**config.mk**
```make
export PLATFORM = sky130hd
export DESIGN_NAME = evr_seq
export DESIGN_NICKNAME = d
export VERILOG_FILES = /design/src/rtl/evr_pkg.sv /design/src/rtl/evr_evn_latch.sv /design/src/rtl/evr_strobe_timer.sv /design/src/rtl/evr_out_stage.sv /design/src/rtl/evr_seq.sv
export SDC_FILE = /design/constraint.sdc
export NUM_CORES = 1
export LEC_CHECK = 0
export ABC_AREA = 0
export ABC_CLOCK_PERIOD_IN_PS = 4000
export BUFFER_PORTS_ARGS = -buffer_cell sky130_fd_sc_hd__buf_4
export CAP_MARGIN = 10
export CORE_ASPECT_RATIO = 1.2
export CORE_MARGIN = 8
export CORE_UTILIZATION = 52
export DETAILED_ROUTE_END_ITERATION = 10
export GPL_ROUTABILITY_DRIVEN = 0
export PLACE_DENSITY = 0.77
export SYNTH_ARGS = -nofsm -noshare
export SYNTH_HDL_FRONTEND = slang
export SYNTH_SLANG_ARGS = --single-unit
export TNS_END_PERCENT = 20
```
**constraint.sdc**
```tcl
create_clock -name clk -period 4 [get_ports clk]
set_input_delay 0.4 -clock clk [delete_from_list [all_inputs] [get_ports clk]]
set_output_delay 0.4 -clock clk [all_outputs]
set_load 0.02 [all_outputs]
```
**src/rtl/evr_pkg.sv**
```systemverilog
package evr_pkg;
  localparam logic [15:0] HDR_TAG = 16'hEE00;
  localparam logic [15:0] TRL_TAG = 16'hFF00;

  typedef enum logic [2:0] {
    S_IDLE,
    S_WAIT,
    S_HDR,
    S_REQ,
    S_RESP,
    S_TRL
  } seq_state_t;
endpackage

```
**src/rtl/evr_evn_latch.sv**
```systemverilog
module evr_evn_latch #(
  parameter int EVN_W = 16,
  parameter int MISS_W = 16
) (
  input  logic              clk,
  input  logic              rst,
  input  logic              stop_i,
  input  logic              idle_i,
  input  logic [EVN_W-1:0]  evn_i,
  output logic              start_o,
  output logic [EVN_W-1:0]  evn_o,
  output logic [MISS_W-1:0] missed_o
);
  localparam logic [MISS_W-1:0] MISS_MAX = '1;

  always_ff @(posedge clk) begin
    if (rst) begin
      start_o  <= 1'b0;
      evn_o    <= '0;
      missed_o <= '0;
    end else begin
      start_o <= 1'b0;
      if (stop_i && idle_i) begin
        evn_o   <= evn_i;
        start_o <= 1'b1;
      end else if (stop_i && missed_o != MISS_MAX) begin
        missed_o <= missed_o + 1'b1;
      end
    end
  end
endmodule

```
**src/rtl/evr_strobe_timer.sv**
```systemverilog
module evr_strobe_timer #(
  parameter int TMO_CYCLES = 500,
  localparam int CNT_W = $clog2(TMO_CYCLES + 1)
) (
  input  logic clk,
  input  logic rst,
  input  logic arm_i,
  input  logic strobe_i,
  output logic got_o,
  output logic tmo_o
);
  localparam logic [CNT_W-1:0] LIMIT = CNT_W'(TMO_CYCLES - 1);

  logic             active_q;
  logic [CNT_W-1:0] cnt_q;

  always_ff @(posedge clk) begin
    if (rst) begin
      active_q <= 1'b0;
      cnt_q    <= '0;
      got_o    <= 1'b0;
      tmo_o    <= 1'b0;
    end else begin
      got_o <= 1'b0;
      tmo_o <= 1'b0;
      if (arm_i) begin
        active_q <= 1'b1;
        cnt_q    <= '0;
      end else if (active_q) begin
        if (strobe_i) begin
          active_q <= 1'b0;
          got_o    <= 1'b1;
        end else if (cnt_q == LIMIT) begin
          active_q <= 1'b0;
          tmo_o    <= 1'b1;
        end else begin
          cnt_q <= cnt_q + 1'b1;
        end
      end
    end
  end
endmodule

```
**src/rtl/evr_out_stage.sv**
```systemverilog
module evr_out_stage #(
  parameter int W = 32
) (
  input  logic         clk,
  input  logic         rst,
  input  logic         push_i,
  input  logic [W-1:0] data_i,
  input  logic         last_i,
  input  logic         ready_i,
  output logic         valid_o,
  output logic [W-1:0] data_o,
  output logic         last_o,
  output logic         free_o
);
  assign free_o = !valid_o || ready_i;

  always_ff @(posedge clk) begin
    if (rst) begin
      valid_o <= 1'b0;
      data_o  <= '0;
      last_o  <= 1'b0;
    end else if (push_i) begin
      valid_o <= 1'b1;
      data_o  <= data_i;
      last_o  <= last_i;
    end else if (ready_i) begin
      valid_o <= 1'b0;
    end
  end
endmodule

```
**src/rtl/evr_seq.sv**
```systemverilog
module evr_seq
  import evr_pkg::*;
#(
  parameter int N_DIGI     = 5,
  parameter int TMO_CYCLES = 500,
  parameter int EVN_W      = 16,
  parameter int WORD_W     = 32,
  parameter int MISS_W     = 16,
  localparam int SEL_W     = (N_DIGI > 1) ? $clog2(N_DIGI) : 1,
  localparam int HCNT_W    = WORD_W - 16
) (
  input  logic              clk,
  input  logic              rst,
  input  logic              stop_i,
  input  logic [EVN_W-1:0]  evn_i,
  input  logic              strobe_i,
  output logic              rd_req_o,
  output logic [SEL_W-1:0]  rd_sel_o,
  input  logic              rd_valid_i,
  input  logic              rd_done_i,
  input  logic [WORD_W-1:0] rd_data_i,
  output logic              out_valid_o,
  input  logic              out_ready_i,
  output logic [WORD_W-1:0] out_data_o,
  output logic              out_last_o,
  output logic [MISS_W-1:0] missed_cnt_o
);
  localparam logic [SEL_W-1:0] LAST_DIG = SEL_W'(N_DIGI - 1);

  seq_state_t        state_q;
  logic [SEL_W-1:0]  dig_q;
  logic [HCNT_W-1:0] hits_q;
  logic              err_q;
  logic              rd_req_q;

  logic              start;
  logic [EVN_W-1:0]  evn_q;
  logic              got, tmo;
  logic              push, plast, free;
  logic [WORD_W-1:0] pdata;
  logic              idle;

  assign idle = (state_q == S_IDLE) && !start;

  evr_evn_latch #(.EVN_W(EVN_W), .MISS_W(MISS_W)) u_latch (
    .clk(clk), .rst(rst), .stop_i(stop_i), .idle_i(idle), .evn_i(evn_i),
    .start_o(start), .evn_o(evn_q), .missed_o(missed_cnt_o)
  );

  evr_strobe_timer #(.TMO_CYCLES(TMO_CYCLES)) u_timer (
    .clk(clk), .rst(rst), .arm_i(start), .strobe_i(strobe_i),
    .got_o(got), .tmo_o(tmo)
  );

  evr_out_stage #(.W(WORD_W)) u_out (
    .clk(clk), .rst(rst), .push_i(push), .data_i(pdata), .last_i(plast),
    .ready_i(out_ready_i), .valid_o(out_valid_o), .data_o(out_data_o),
    .last_o(out_last_o), .free_o(free)
  );

  // Output word selection per state
  always_comb begin
    push  = 1'b0;
    plast = 1'b0;
    pdata = '0;
    case (state_q)
      S_HDR: begin
        push  = free;
        plast = err_q;
        pdata = WORD_W'({HDR_TAG | {15'd0, err_q}, 16'(evn_q)});
      end
      S_RESP: begin
        push  = rd_valid_i && !rd_done_i;
        pdata = rd_data_i;
      end
      S_TRL: begin
        push  = free;
        plast = 1'b1;
        pdata = WORD_W'({TRL_TAG, 16'(hits_q)});
      end
      default: ;
    endcase
  end

  always_ff @(posedge clk) begin
    if (rst) begin
      state_q  <= S_IDLE;
      dig_q    <= '0;
      hits_q   <= '0;
      err_q    <= 1'b0;
      rd_req_q <= 1'b0;
    end else begin
      rd_req_q <= 1'b0;
      case (state_q)
        S_IDLE: if (start) state_q <= S_WAIT;
        S_WAIT: begin
          if (got) begin
            err_q   <= 1'b0;
            state_q <= S_HDR;
          end else if (tmo) begin
            err_q   <= 1'b1;
            state_q <= S_HDR;
          end
        end
        S_HDR: begin
          if (free) begin
            dig_q   <= '0;
            hits_q  <= '0;
            state_q <= err_q ? S_IDLE : S_REQ;
          end
        end
        S_REQ: begin
          if (!out_valid_o) begin
            rd_req_q <= 1'b1;
            state_q  <= S_RESP;
          end
        end
        S_RESP: begin
          if (rd_valid_i) begin
            if (rd_done_i) begin
              if (dig_q == LAST_DIG) begin
                state_q <= S_TRL;
              end else begin
                dig_q   <= dig_q + 1'b1;
                state_q <= S_REQ;
              end
            end else begin
              hits_q  <= hits_q + 1'b1;
              state_q <= S_REQ;
            end
          end
        end
        S_TRL: if (free) state_q <= S_IDLE;
        default: state_q <= S_IDLE;
      endcase
    end
  end

  assign rd_req_o = rd_req_q;
  assign rd_sel_o = dig_q;
endmodule

```
==> summary.txt, run 1 <==
Logic synthesis
  – Post-synth EDFFs: 0
  – Post-Synthesis Cell Area: between 4000 and 5000 µm²
  – Synth top area cells: dfxtp_1, a21oi_1, nand2_1
  – Synth top area share: 42.42%
  – Mapped Nets: 649
  – Post-Syn Instances: between 500 and 600
  – Post-synth cell types: 56
  – Asr flop ratio synth: 0%
  – Synthesized area per cell: just over 8 µm²
  – Synth Flop Type: dfxtp_1
  – Largest area contributor in the synthesized netlist: dfxtp_1
  – Warnings, synthesis: 0
  – Seq/Total Area, Yosys: between 40% and 50%
  – Number of synthesized register bits: 103

GRT
  – GR Util met3: 4.702%
  – Number of antenna violations at the first check in global routing: 0
  – Largest net degree at the start of global routing: 87
  – Met1 usage: 23.59%
  – Grt met2 use: 35.83%
  – GRT overflow: 0
  – Vias in the first global route: 4615
  – Global-route wire length before repair: 21.76 mm
  – GRT Util Overall: 20.73%
  – Grt peak-use layer: met2

Clocking
  – PostCTS Resize Cnt: 0
  – Post-CTS Setup Inserts: 0
  – Clk_lat worst skew: between 300 and 400 ps
  – Max clock buf depth: 2
  – Worst-path clk slew: 100 ps
  – Sink Count: 103
  – Clock buffer count from CTS: 9
  – Cell chosen for the clock root: clkbuf_8
  – # hold bufs at CTS: 0
  – CTS tree: yes
  – H-tree depth: 3

STA
  – Highest clock rate: roughly 370 MHz
  – Worst-margin pin slew: 860.0 ps
  – Max Transition Viols Final: 0
  – Post-Route Skew: 9.074 ps
  – RSZ-0062 raised after global routing: no
  – Final hold viol count: 0
  – Slew HR: 42.67%
  – Period minus WS final: 2678 ps
  – Final WS setup: 1322 ps
  – Fin Setup TNS: 0 ps
  – Crit share post-route: 66.95%
  – # setup viols final: 0

Drt
  – First drt pass iteration count: 5
  – DR WL/cell: 16.86 µm
  – Final wirelength: 13.48 mm
  – Vias: ~4700
  – Iteration-0 DRC Markers: approximately 360
  – DR vias/cell: about 5.9
  – Antenna Violating Nets Remaining: 0
  – DRC: 0

Pwr
  – Peak supply drop: 301.3 µV
  – Power Total: 2.940 mW
  – Pwr/cell area: about 500 nW/µm²
  – P_leak: between 2 and 2.5 nW

Status
  – Status: finished clean

Finish
  – Post-route cell area: 5937 µm²
  – Share of cells above drive strength 1: 21.06%
  – Fillers: 785
  – Multi-input logic area: 2620 µm²
  – Non-Filler Instances: between 700 and 800
  – N_diodes: 0
  – FF/Latch Area: 2062 µm²
  – Final Net Count: 735
  – Area grow syn2layout: 22.14%

Setup path
  – Family with the most delay on the worst path: compound AO/OA/AOI/OAI gates
  – WP buf/inv: 1
  – Crit path DAT: about 3000 ps
  – Critical Path End Type: register
  – WS Path Type: reg -> reg
  – Crit path max-delay cell type: nor3b_2
  – Crit path largest cell delay: 670 ps
  – Critical path startpoint category: register
  – Worst Path Required: 4280 ps
  – CP Max Fanout: 17
  – Worst path cell trace: nor3b_2 > o21a_1 > buf_4 > nor3_1 > a211oi_1

Floorplanning
  – Width of the die: roughly 100 µm
  – IO Count: roughly 110
  – Die ar.: 12710 µm²
  – Core ar.: 9081 µm²
  – Row count: 38
  – Die height: 121.9 µm
  – Initial Util: 53.53%

Placed design
  – Placed Instances: 784
  – Dpl ws: 1408 ps
  – HPWL after detailed placement: 9.981 mm
  – Port buffer count: 108
  – Placed instance area: 5725 µm²

Run
  – Max-Cap Viols: 0

Min path
  – Min-delay worst type: in -> reg
-- flip-flops by register name, summed over array words and instances, names as in the netlist --
signal and count:
u_out.valid_o 1, err_q 1, u_out.data_o 32, u_timer.cnt_q 9, hits_q 16, u_out.last_o 1
u_timer.tmo_o 1, rd_req_o 1, u_latch.evn_o 16, rd_sel_o 3, u_latch.missed_o 16, u_latch.start_o 1
state_q 3, u_timer.got_o 1, u_timer.active_q 1
-- cell usage after synthesis, drive strengths merged, types with 3 or more instances --
master,instances
dfxtp,103
a21oi,71
nand2,61
nor2,47
nor3,40
clkbuf,31
nand3,21
a211oi,20
mux2i,20
nand4,15
nor2b,13
o21ai,12
or3,10
buf,9
or4,9
inv,8
mux2,8
o211ai,7
o31ai,7
nand2b,6
xor2,6
and3,5
and4,5
ha,5
nor4,4
and2,3
nand3b,3
nor3b,3
o41ai,3
xnor2,3
-- layout make-up --
cell class / count / share of cell area [%]
Clock buffer: 10 / 2.150
Clock inverter: 5 / 1.412
Inverter: 8 / 0.5058
Multi-Input combinational cell: 438 / 44.13
Sequential cell: 103 / 34.73
Tap cell: 120 / 2.529
Timing Repair Buffer: 115 / 14.54
-- kinds of logic (layout without fill, tap and decap cells) --
family / count (synthesis) / after routing / share of synthesized area (%)
AO/OA/AOI/OAI: 142 / 142 / 18.10
XOR/XNOR: 9 / 9 / 1.622
adder cells (fa/ha/maj): 5 / 5 / 1.287
buffers and inverters: 48 / 138 / 3.835
flip-flops: 103 / 103 / 42.42
multiplexers: 28 / 28 / 5.972
AND/OR/NAND/NOR: 254 / 254 / 26.77
-- cells in the final DEF, fill, tap and decap left out, types with 3 or more instances in the layout --
cell	netlist	layout
a211oi_1	20	20
a21oi_1	71	71
and2_1	3	3
and3_1	5	5
and4_1	5	5
buf_4	0	115
clkbuf_8	0	9
dfxtp_1	103	103
ha_1	5	5
inv_1	8	8
mux2_2	8	8
mux2i_1	20	20
nand2_1	61	61
nand2b_1	6	6
nand3_1	21	21
nand3b_1	3	3
nand4_1	15	15
nor2_1	47	46
nor2b_1	13	13
nor3_1	40	40
nor4_1	4	4
o211ai_1	7	7
o21ai_0	12	12
o31ai_1	7	7
o41ai_1	3	3
or3_1	10	10
or4_1	9	9
xnor2_1	3	3
xor2_1	6	6
-- metal layers --
layer,part of all wire [%],wire [µm],vias to the layer above
li1,-,-,2316
met2,49,6626,165
met3,6.6,891,24
met4,2.8,376,0
met1,41,5581,2202
met5,0,0,-
-- final timing paths --
check	to	cells after the start	slack, ps	from
hold / removal	u_latch.evn_o[5]$_SDFFE_PP0P_	3	270	evn_i[5]
setup reg to reg	u_out.data_o[9]$_SDFFE_PP0P_	5	1320	state_q[1]$_SDFFE_PP0P_
setup / recovery	u_out.data_o[9]$_SDFFE_PP0P_	5	1320	state_q[1]$_SDFFE_PP0P_
hold reg to reg	err_q$_SDFFE_PP0P_	1	440	u_timer.got_o$_SDFF_PP0_
-- where the power goes --
part	leakage (nW)	internal, mW	switching (mW)
Combinational	1.25	0.394	0.575
Clock	0.0986	0.350	0.348
Sequential	0.835	1.15	0.119
-- metrics by stage --
step | util, % | hold WS (ps)
3_5_place_dp | 63.05 | 427.9
2_1_floorplan | - | 407.8
4_1_cts | 65.38 | 258.3
6_report | 65.38 | 269.3
5_1_grt | 65.38 | 264.4
3_3_place_gp | 63.05 | 432.4
-- worst min-delay path: stages --
cell     delay (ps)
buf_4           110
nand2_1          50
a21oi_1          50
(Power assumes the default switching activity.)
==> run 2: changes to the inputs <==
--- a/config.mk
+++ b/config.mk
@@ -6,15 +6,15 @@
 export NUM_CORES = 1
 export LEC_CHECK = 0
 export ABC_AREA = 0
-export ABC_CLOCK_PERIOD_IN_PS = 4000
+export ABC_CLOCK_PERIOD_IN_PS = 2300
 export BUFFER_PORTS_ARGS = -buffer_cell sky130_fd_sc_hd__buf_4
 export CAP_MARGIN = 10
 export CORE_ASPECT_RATIO = 1.2
 export CORE_MARGIN = 8
-export CORE_UTILIZATION = 52
+export CORE_UTILIZATION = 49
 export DETAILED_ROUTE_END_ITERATION = 10
 export GPL_ROUTABILITY_DRIVEN = 0
-export PLACE_DENSITY = 0.77
+export PLACE_DENSITY = 0.76
 export SYNTH_ARGS = -nofsm -noshare
 export SYNTH_HDL_FRONTEND = slang
 export SYNTH_SLANG_ARGS = --single-unit
==> constraint.sdc (replaced) <==
create_clock -name clk -period 2.3 [get_ports clk]
set_input_delay 0.23 -clock clk [delete_from_list [all_inputs] [get_ports clk]]
set_output_delay 0.23 -clock clk [all_outputs]
set_load 0.02 [all_outputs]
==> run 2 against run 1 <==
  * Clock power is 100% higher
  * Sequential cell count unchanged
  * Count of clock-buffer cells in the layout increased by 1
  * Clock skew decreased by 3.6 ps
==> summary.txt, run 2 (synthesized netlist as in run 1, its figures left out) <==
Floorplanning
  – Die ar.: between 10000 and 15000 µm²
  – Die height: 125.1 µm
  – Width of the die: between 100 and 150 µm
  – Initial Util: ~49%
  – Core ar.: 9859 µm²
  – Row count: 40
  – IO Count: between 100 and 150

Clocking
  – H-tree depth: 3
  – Clk_lat worst skew: 340 ps
  – Sink Count: a little over 100
  – Cell chosen for the clock root: clkbuf_16
  – Post-CTS Setup Inserts: 0
  – Clock buffer count from CTS: 9
  – # hold bufs at CTS: 0
  – Worst-path clk slew: 70 ps
  – Max clock buf depth: 2
  – PostCTS Resize Cnt: 0
  – CTS tree: yes

Drt
  – Antenna Violating Nets Remaining: 0
  – Iteration-0 DRC Markers: 410
  – Final wirelength: between 10 and 15 mm
  – Vias: 4803
  – DRC: 0
  – First drt pass iteration count: 5
  – DR vias/cell: 5.864
  – DR WL/cell: 16.61 µm

STA
  – Worst-margin pin slew: 694.3 ps
  – Slew HR: between 50 and 60%
  – Final hold viol count: 0
  – Post-Route Skew: around 5.4 ps
  – Highest clock rate: between 400 and 500 MHz
  – Crit share post-route: 94.68%
  – RSZ-0062 raised after global routing: no
  – Max Transition Viols Final: 0
  – Fin Setup TNS: 0 ps
  – # setup viols final: 0
  – Period minus WS final: approximately 2200 ps

GRT
  – Number of antenna violations at the first check in global routing: 0
  – GRT overflow: 0
  – Global-route wire length before repair: 22.23 mm
  – Vias in the first global route: 4653
  – Largest net degree at the start of global routing: 46
  – GRT Util Overall: 19.95%

Finish
  – Fillers: slightly below 900
  – Max FFs per register: 32
  – Multi-input logic area: 2620 µm²
  – Most common cell after layout, fill and taps aside: buf_4
  – Final Net Count: about 750
  – Largest Register: u_out.data_o
  – Share of cells above drive strength 1: 22.66%
  – Final core utilization: between 60% and 70%
  – N_diodes: 0
  – Area grow syn2layout: 26.00%
  – FF/Latch Area: 2062 µm²
  – Commonest cells after routing, fill and taps aside: buf_4, dfxtp_1, a21oi_1

Pwr
  – Pwr/cell area: 882.3 nW/µm²
  – P_leak: 2.285 nW
  – Peak supply drop: between 500 and 600 µV

Setup path
  – Worst Path Required: around 2500 ps
  – CP Max Fanout: 10
  – Critical path startpoint category: register
  – Critical Path End Type: register
  – R2R depth: 4
  – Crit path from: state_q[1]$_SDFFE_PP0P_
  – R2R Path Start: state_q[1]$_SDFFE_PP0P_
  – Crit path DAT: 2410 ps
  – WS Path Type: reg -> reg
  – R2r setup slk: 120 ps
  – Critical Path Sink: hits_q[12]$_SDFFE_PP0P_
  – RR Endpoint: hits_q[12]$_SDFFE_PP0P_

Min path
  – Min-delay worst type: in -> reg

Placed design
  – Port buffer count: ~110
  – HPWL after detailed placement: 10.09 mm

Status
  – Status: finished clean

Run
  – Max-Cap Viols: 0
==> run 2: changes by cell type in the layout (fill, tap and decap cells not counted), sizes merged <==
cell and change:
clkinv -1, buf +14, clkinvlp +1, clkbuf +1
bufinv -2, inv +1
==> run 2: power by group <==
group | leakage (nW) | switching [mW] | internal (mW)
registers | 0.835 | 0.178 | 2.01
clock network | 0.124 | 0.646 | 0.761
logic | 1.32 | 1.06 | 0.756
==> run 2: metal layers <==
| layer | GRT usage (%) | vias up | part of all wire (%) |
|---|---|---|---|
| met5 | 0 | - | 0 |
| met4 | 8.797 | 0 | 2.7 |
| met3 | 5.293 | 30 | 6.2 |
| met2 | 32.72 | 145 | 49 |
| met1 | 23.72 | 2270 | 42 |
| li1 | - | 2358 | - |
==> run 2: cell type report <==
| cell class | instances | area share [%] |
|---|---|---|
| clock inverter | 4 | 0.5107 |
| sequential | 103 | 33.67 |
| timing repair buffer | 129 | 16.02 |
| inverter | 8 | 0.4903 |
| clock buffer | 11 | 3.963 |
| multi-input combinational | 438 | 42.78 |
| tap | 126 | 2.574 |
==> run 2: worst min-delay path by stage <==
stage	start	to	slack, ps	depth (start not counted)
after detailed placement	u_timer.got_o$_SDFF_PP0_	err_q$_SDFFE_PP0P_	430	1
after floorplan	strobe_i	u_timer.got_o$_SDFF_PP0_	340	2
final	strobe_i	u_timer.got_o$_SDFF_PP0_	130	3
after global placement	u_timer.got_o$_SDFF_PP0_	err_q$_SDFFE_PP0P_	420	1
after CTS	strobe_i	u_timer.got_o$_SDFF_PP0_	120	3
after global routing	strobe_i	u_timer.got_o$_SDFF_PP0_	120	3
==> run 2: critical path, cell delays in order, from the launching register on <==
cell and delay, ps:
dfxtp_1 500, nor3b_2 500, a22oi_1 340, or4_1 590
mux2i_1 140
==> run 2: through the flow <==
stage                     cells  hold WS (ps)  power (mW)  instance area, µm²  setup WS (ps)
final                       819         126.9       5.404                6125          122.4
after detailed placement    804         433.6       4.029                5851          196.7
after CTS                   819         117.3       5.436                6125          162.4
after floorplan             589         343.8       3.360                4861          333.4
after global routing        819         124.7       5.705                6125         0.1903
after global placement      804         423.2       3.967                5851          288.3
==> run 3: changes to the inputs <==
--- a/config.mk
+++ b/config.mk
@@ -17,5 +17,6 @@
 export PLACE_DENSITY = 0.76
 export SYNTH_ARGS = -nofsm -noshare
 export SYNTH_HDL_FRONTEND = slang
+export SYNTH_HIERARCHICAL = 1
 export SYNTH_SLANG_ARGS = --single-unit
 export TNS_END_PERCENT = 20
==> run 3 against run 2 <==
  * Synthesized area grew 2.1%
  * Sequential power shrank 9.1%
  * Sequential share of layout area grew 0.11 points
  * Critical path depth grew 2
  * Die area grew 1.8%
  * Cell area shrank 0.33%
  * Register-to-register slack gained 150 ps
  * Wire length shrank 8.1%
  * Fmax grew 7.3%
==> summary.txt, run 3 <==
Floorplanning
  – Core ar.: 9960 µm²
  – Row count: 40
  – Die height: 126.2 µm
  – IO Count: around 110
  – Width of the die: roughly 110 µm
  – Initial Util: between 40% and 50%
  – Die ar.: 13620 µm²

Pwr
  – P_leak: 2.364 nW
  – Pwr/cell area: 740.2 nW/µm²
  – Power Total: roughly 4.5 mW
  – Peak supply drop: 445.7 µV

STA
  – Highest clock rate: 492.9 MHz
  – Period minus WS final: roughly 2000 ps
  – Max Transition Viols Final: 0
  – # setup viols final: 0
  – Fin Setup TNS: 0 ps
  – Slew HR: between 60% and 70%
  – Post-Route Skew: 9.136 ps
  – Final hold viol count: 0
  – Worst-margin pin slew: 556.2 ps
  – RSZ-0062 raised after global routing: no
  – Crit share post-route: slightly below 90%

Placed design
  – Placed Instances: 782
  – HPWL after detailed placement: 9.314 mm
  – Placed instance area: 5826 µm²
  – Port buffer count: 108

Logic synthesis
  – Synth top area share: 41.55%
  – Post-Syn Instances: between 500 and 600
  – Seq/Total Area, Yosys: 41.55%
  – Warnings, synthesis: 6
  – Number of synthesized register bits: 103
  – Post-Synthesis Cell Area: 4962 µm²
  – Asr flop ratio synth: 0%
  – Synth Flop Type: dfxtp_1
  – Most frequent cell after synthesis: dfxtp_1
  – Synth top area cells: dfxtp_1, mux2i_1, nand2_1
  – Largest area contributor in the synthesized netlist: dfxtp_1
  – Post-synth cell types: 68
  – Post-synth EDFFs: 0
  – Synth cell count leaders: dfxtp_1, nand2_1, nor2_1
  – Mapped Nets: 630
  – Synthesized area per cell: around 8.7 µm²

Drt
  – DRC: 0
  – Antenna Violating Nets Remaining: 0
  – Vias: 4386
  – DR vias/cell: 5.503
  – Iteration-0 DRC Markers: between 200 and 250
  – Final wirelength: 12.51 mm
  – First drt pass iteration count: 4
  – DR WL/cell: approximately 16 µm

Finish
  – Max FFs per register: 32
  – Final Net Count: 727
  – Area grow syn2layout: 23.02%
  – Non-Filler Instances: ~800
  – N_diodes: 0
  – Most common cell after layout, fill and taps aside: buf_4
  – Largest Register: u_out/data_o
  – Post-route cell area: ~6000 µm²
  – Commonest cells after routing, fill and taps aside: buf_4, dfxtp_1, nand2_1
  – Final core utilization: 61.29%
  – Share of cells above drive strength 1: between 20% and 30%

GRT
  – Number of antenna violations at the first check in global routing: 0
  – Vias in the first global route: 4415
  – Largest net degree at the start of global routing: 54
  – GRT overflow: 0
  – Global-route wire length before repair: about 20 mm
  – GRT Util Overall: a little under a fifth

Clocking
  – Post-CTS Setup Inserts: 0
  – CTS tree: yes
  – Cell chosen for the clock root: clkbuf_16
  – Clock buffer count from CTS: 9
  – # hold bufs at CTS: 0
  – H-tree depth: 3
  – Sink Count: 103
  – Clk_lat worst skew: 340 ps
  – Max clock buf depth: 2
  – Worst-path clk slew: approximately 60 ps
  – PostCTS Resize Cnt: 0

Run
  – Max-Cap Viols: 0

Setup path
  – Worst Path Required: 2510 ps
  – Critical Path End Type: register
  – Critical path startpoint category: register
  – WS Path Type: reg -> reg
  – CP Max Fanout: 16
  – Crit path DAT: 2240 ps

Min path
  – Min-delay worst type: in -> reg

Status
  – Status: finished clean
-- run 3: changes by cell type in the layout (fill, tap and decap cells not counted), moves of 9 or more --
cell,change
nor3_1,-37
nand3_1,-12
buf_4,-9
o21ai_1,+11
mux2i_1,+18
and2_1,+9
o21ai_0,+14
a211oi_1,-17
a21oi_1,-30
nor2_1,+17
nand2_1,+14
nand4_1,-9
a22oi_1,+16
-- run 3: layer usage --
layer | global-route usage (%) | vias to the layer above | share of wire [%]
met5 | 0 | - | 0
met4 | 6.383 | 0 | 1.8
met3 | 3.673 | 18 | 3.5
met2 | 32.68 | 81 | 53
met1 | 20.46 | 2081 | 41
li1 | - | 2206 | -
-- run 3: worst max-delay path, stage by stage (launching register included) --
cell and delay (ps):
dfxtp_1 590, nor4_1 140, nor2b_1 330, nand4_1 270, nor4_1 350, xnor2_1 170, nor2_1 50
-- run 3: final timing paths --
path	from	endpoint	slack, ps	cells after the start
min reg2reg	u_timer/got_o$_SDFF_PP0_	err_q$_SDFFE_PP0P_	440	1
max reg2reg	state_q[1]$_SDFFE_PP0P_	u_latch/missed_o[13]$_SDFFE_PP0P_	270	6
min	evn_i[8]	u_latch/evn_o[8]$_SDFFE_PP0N_	140	3
max	state_q[1]$_SDFFE_PP0P_	u_latch/missed_o[13]$_SDFFE_PP0P_	270	6
-- run 3: through the flow --
step           hold slack [ps]  worst slack [ps]
2_1_floorplan            366.0             80.27
3_3_place_gp             419.8             391.4
3_5_place_dp             431.2             273.2
4_1_cts                  134.1             267.3
5_1_grt                  148.6             82.20
6_report                 141.8             271.1
-- run 3: logic make-up (layout without fill, tap and decap cells) --
kind of cell,count (synthesis),in the layout,synth area share [%]
simple gates,233,233,24.41
compound gates,127,127,16.34
flops,103,103,41.55
buf+inv,45,146,5.093
mux,40,40,8.346
xor+xnor,17,17,3.001
fa+ha+maj,5,5,1.261
-- run 3: final cells by class --
cell class                      count  area, µm²
Clock buffer                       10      229.0
Clock inverter                      5      50.05
Fill cell                         889       3855
Inverter                           11      41.29
Multi-Input combinational cell    422       2651
Sequential cell                   103       2062
Tap cell                          126      157.7
Timing Repair Buffer              120      913.4
-- run 3: power breakdown --
group	total, mW	leakage, nW	switching (mW)	internal (mW)
Combinational	1.08	1.39	0.644	0.432
Clock	1.45	0.142	0.619	0.830
Sequential	1.99	0.833	0.109	1.88
Total	4.52	2.36	1.37	3.15
